<file path="src/rtl/usb_pipe_resp.sv">
module usb_pipe_resp #(
  parameter int NP   = 5,
  parameter int AW   = 8,
  parameter int BASE = 'h70,
  localparam int PW  = $clog2(NP + 1)
) (
  input  logic          clk,
  input  logic          rst_n,
  input  logic          reg_we,
  input  logic [AW-1:0] reg_addr,
  input  logic [15:0]   reg_wdata,
  output logic [15:0]   reg_rdata,
  input  logic [NP-1:0] buf_access,
  input  logic [NP-1:0] buf_data,
  input  logic          txn_query,
  input  logic          txn_done,
  input  logic [PW-1:0] txn_pipe,
  input  logic          txn_tx,
  input  logic [1:0]    txn_result,
  input  logic          txn_csplit,
  output logic [1:0]    hs_code,
  output logic          exp_pid,
  output logic          nrdy,
  output logic [NP-1:0] buf_clr
);
  localparam logic [1:0] HS_ACK = 2'b00, HS_NAK = 2'b01, HS_STALL = 2'b10, HS_ZLP = 2'b11;

  logic [1:0]    resp_q [NP];
  logic [NP-1:0] auto_q, aclr_q, tog_q, busy_q, split_q;
  logic [15:0]   word   [NP];

  wire           sel_ok = txn_pipe < PW'(NP);
  wire [PW-1:0]  idx    = sel_ok ? txn_pipe : '0;

  for (genvar p = 0; p < NP; p++) begin : g_pipe
    localparam logic [AW-1:0] ADDR = AW'(BASE + 2 * p);
    wire hit   = reg_we && reg_addr == ADDR;
    wire mine  = txn_pipe == PW'(p);
    wire fin   = txn_done && mine;
    wire ask   = txn_query && mine;

    always_ff @(posedge clk or negedge rst_n) begin
      if (!rst_n) begin
        resp_q[p]  <= 2'b00;
        auto_q[p]  <= 1'b0;
        aclr_q[p]  <= 1'b0;
        tog_q[p]   <= 1'b0;
        busy_q[p]  <= 1'b0;
        split_q[p] <= 1'b0;
      end else begin
        if (hit) begin
          resp_q[p] <= reg_wdata[1:0];
          auto_q[p] <= reg_wdata[6];
          aclr_q[p] <= reg_wdata[7];
        end
        if (hit && reg_wdata[4])      tog_q[p] <= 1'b0;
        else if (hit && reg_wdata[5]) tog_q[p] <= 1'b1;
        else if (fin && txn_result == 2'b00) tog_q[p] <= ~tog_q[p];
        if (ask)      busy_q[p] <= 1'b1;
        else if (fin) busy_q[p] <= 1'b0;
        if (hit && reg_wdata[8]) split_q[p] <= 1'b0;
        else if (fin)            split_q[p] <= txn_csplit;
      end
    end

    assign word[p] = {4'b0, buf_data[p], buf_access[p], split_q[p], 1'b0,
                      aclr_q[p], auto_q[p], 2'b00, busy_q[p], tog_q[p], resp_q[p]};
    assign buf_clr[p] = hit && reg_wdata[7] && !aclr_q[p];
  end

  always_comb begin
    reg_rdata = '0;
    for (int p = 0; p < NP; p++)
      if (reg_addr == AW'(BASE + 2 * p)) reg_rdata = word[p];
  end

  always_comb begin
    nrdy    = 1'b0;
    hs_code = HS_NAK;
    if (!sel_ok)                hs_code = HS_NAK;
    else if (resp_q[idx][1])    hs_code = HS_STALL;
    else if (!resp_q[idx][0])   hs_code = HS_NAK;
    else if (auto_q[idx]) begin
      if (txn_tx) hs_code = HS_ZLP;
      else begin
        hs_code = HS_NAK;
        nrdy    = txn_query;
      end
    end else if (txn_tx)        hs_code = buf_data[idx]   ? HS_ACK : HS_NAK;
    else                        hs_code = buf_access[idx] ? HS_ACK : HS_NAK;
  end

  assign exp_pid = sel_ok && tog_q[idx];
endmodule


</file>
<file path="config.mk">
export PLATFORM = sky130hd
export DESIGN_NAME = usb_pipe_resp
export DESIGN_NICKNAME = d
export VERILOG_FILES = /design/src/rtl/usb_pipe_resp.sv
export SDC_FILE = /design/constraint.sdc
export NUM_CORES = 1
export LEC_CHECK = 0
export BUFFER_PORTS_ARGS = -buffer_cell sky130_fd_sc_hd__clkbuf_2
export CORE_UTILIZATION = 52
export DETAILED_ROUTE_END_ITERATION = 16
export PLACE_DENSITY = 0.79
export REMOVE_ABC_BUFFERS = 1
export SKIP_CTS_REPAIR_TIMING = 1
export SYNTH_ARGS = -nofsm -noshare
export SYNTH_HDL_FRONTEND = slang
export SYNTH_SLANG_ARGS = --single-unit
</file>
<file path="constraint.sdc">
create_clock -name clk -period 1.8 [get_ports clk]
set_input_delay 0.09 -clock clk [delete_from_list [all_inputs] [get_ports clk]]
set_output_delay 0.09 -clock clk [all_outputs]
set_load 0.03 [all_outputs]
</file>
==> results.ini <==
[floorplan]
die_y_microns=69.4
core_area_sq_um=4350
row_count=24
io_pins=71
dieArea_sq_um=4820
initial_core_util=0.543
die_w_microns=69.4

[finish]
antenna_cells=0
num-fill-cells=350
drive_above_1_share=0.372
design_area_sq_um=2930
syn2layout_area_growth_pct=23.9
fin_nets=366
finalNonFillerCells=372

[sta]
fin_ws_ns=-0.118
finalCritPeriodShare=1.07
setup_viol=2
rsz0062_at_grt=yes
hold_ws_ns=0.0466
fin_crit_ns=1.92
max_freq_mhz=521
hold_violations=0
maxSlewViolCount=0
skew_ns=0

[synth]
synth_async_sr_flop_share=1.00
synth_top_area_frac=0.370
synth_most_common_cell=dfrtp_1
ys_top_cells_by_area=dfrtp_1 (37%), mux2_2 (8.6%), mux2i_1 (6.8%)
synth.distinct_cells=41
mappedNetlistArea_sq_um=2360
yosys_register_bits=35
avgSynthCellArea_sq_um=9.65
synth_cells=245
synth_top_area_cell=dfrtp_1
synth_edf_count=0
synth_top_flop_cell=dfrtp_1
ys_warn_count=0
synthTopCellsByCount=dfrtp_1 (35), a21oi_1 (21), mux2_2 (18), nand2_1 (18), mux2i_1 (16)
yosysSeqAreaShare=0.370

[setup_path]
critPathArrivalTime_ns=1.83
worst_r2r_startpoint=auto_q[2]
cp_slowest_stage_delay_ns=0.39
crit_path_end_kind=output port
cpMaxStageDelayCell=dfrtp_1
cp-start-kind=register
worstPathMaxFanout=3
cp-startpoint=auto_q[2]
r2r_setup_slack_ns=0.91
critical_path_required_ns=1.71
r2r_cells=2
worst-setup-path-type=register to output port
crit_chain=or3_1 > a32o_2 > nor4b_2 > o21ai_1 > buf_4
reg2reg_to=auto_q[2]

[placed_design]
gp_congestion=0.868
post-dp-hpwl_microns=4710
place_ws_ns=0.0712
placed_area_sq_um=2810
dpl.cell_count=363
portBuffers=54

[worst_hold_path]
hold-path-endpoint=split_q[2]
min_path_cells=2
hold_path_class=input port to register
hold_start=reg_wdata[8]

[clocking]
clock_path_buffers=2
clk_latency_ns=0.28
cts.sinks=35
cts_tree=built
numCtsBuffers=5
cts_root_buf=clkbuf_8
cts.clk_slew.worst_paths_ns=0.07
h-tree-depth=2

[power_and_ir_drop]
seqPwrFrac=0.474
power_density_nw_per_um2=728
power_switching_mw=0.647
ir_drop_uv=544
total_power_mw=2.13
p_int_mw=1.48
sw_frac_of_total=0.304
power_frac_comb=0.261
p_leak_nw=1.46
power_frac_clock=0.265

[grt]
grt_usage=0.273
grt_pass1_vias=2133
grt_pass1_wl_microns=10200
gr-total-overflow=0
antenna_found_initial=0
grt_max_degree=36

[drt]
via_per_inst=6.03
routedWlPerCell_microns=16.8
routed-via-count=2244
wirelength_microns=6260
drt_first_pass_iters=4
drt_iter0_drc=186
postRouteAntennaNets=0
drc=0

[outcome]
failed_checks=setup timing
outcome=complete, but fails checks

[flow_run]
drv_cap=0

## power by group through the flow
stage               sequential, mW  clock [mW]  combinational [mW]
global placement              1.02           0               0.528
floorplan                    0.995           0               0.342
finish                        1.01       0.565               0.556
global route                  1.02       0.617               0.609
detailed placement            1.02           0               0.539
CTS                           1.01       0.579               0.545
## layer usage
| metal | up-vias | GRT usage | routed length [microns] |
|---|---|---|---|
| met5 | - | 0 | 0 |
| met4 | 0 | 0.104 | 103 |
| met3 | 9 | 0.0669 | 597 |
| met2 | 123 | 0.414 | 2870 |
| met1 | 1070 | 0.377 | 2690 |
| li1 | 1042 | - | - |
## how the worst max path moves through the flow
stage / to / cells past startpoint
after floorplan: hs_code[0] / 5
after global placement: hs_code[0] / 8
after detailed placement: hs_code[0] / 8
after CTS: hs_code[0] / 5
after global routing: hs_code[0] / 5
final: hs_code[0] / 5
## state kept, by name (all words and copies together), names as in the netlist
register and flops:
resp_q 10, aclr_q 5, auto_q 5, busy_q 5, split_q 5, tog_q 5
## per-stage QoR
step,util,setup TNS (ns)
finish,0.673,-0.173
global route,0.673,-0.281
CTS,0.666,-0.230
detailed placement,0.646,0
global placement,0.646,0
floorplan,-,-0.433
## worst max-delay path: cells and delay by family (launching register included)
kind                   cells  cell delay (ns)
buffers and inverters      1             0.19
AO/OA/AOI/OAI              2             0.38
flip-flops                 1             0.39
AND/OR/NAND/NOR            2             0.59
## logic make-up after synthesis
logic type             share of synthesized area
AO/OA/AOI/OAI                              0.174
XOR/XNOR                                  0.0185
AND/OR/NAND/NOR                            0.176
other                                    0.00159
buffers and inverters                     0.0635
multiplexers                               0.196
flip-flops                                 0.370
## cell usage in the layout, fill, tap and decap left out, types with 10 or more instances in the layout
cell type,n
a21oi_1,21
buf_4,32
clkbuf_2,51
dfrtp_1,35
mux2_2,18
mux2i_1,16
nand2_1,18
nor2_1,14
o21ai_0,10
## area by class of cell
class / count / area [sq um] / area share
Clock buffer: 6 / 82.6 / 0.0282
Clock inverter: 1 / 5.00 / 0.00171
Inverter: 6 / 22.5 / 0.00769
Sequential cell: 35 / 876 / 0.299
Tap cell: 52 / 65.1 / 0.0222
Timing Repair Buffer: 85 / 510 / 0.174
Multi-Input combinational cell: 187 / 1370 / 0.467
(Power assumes the default switching activity.)
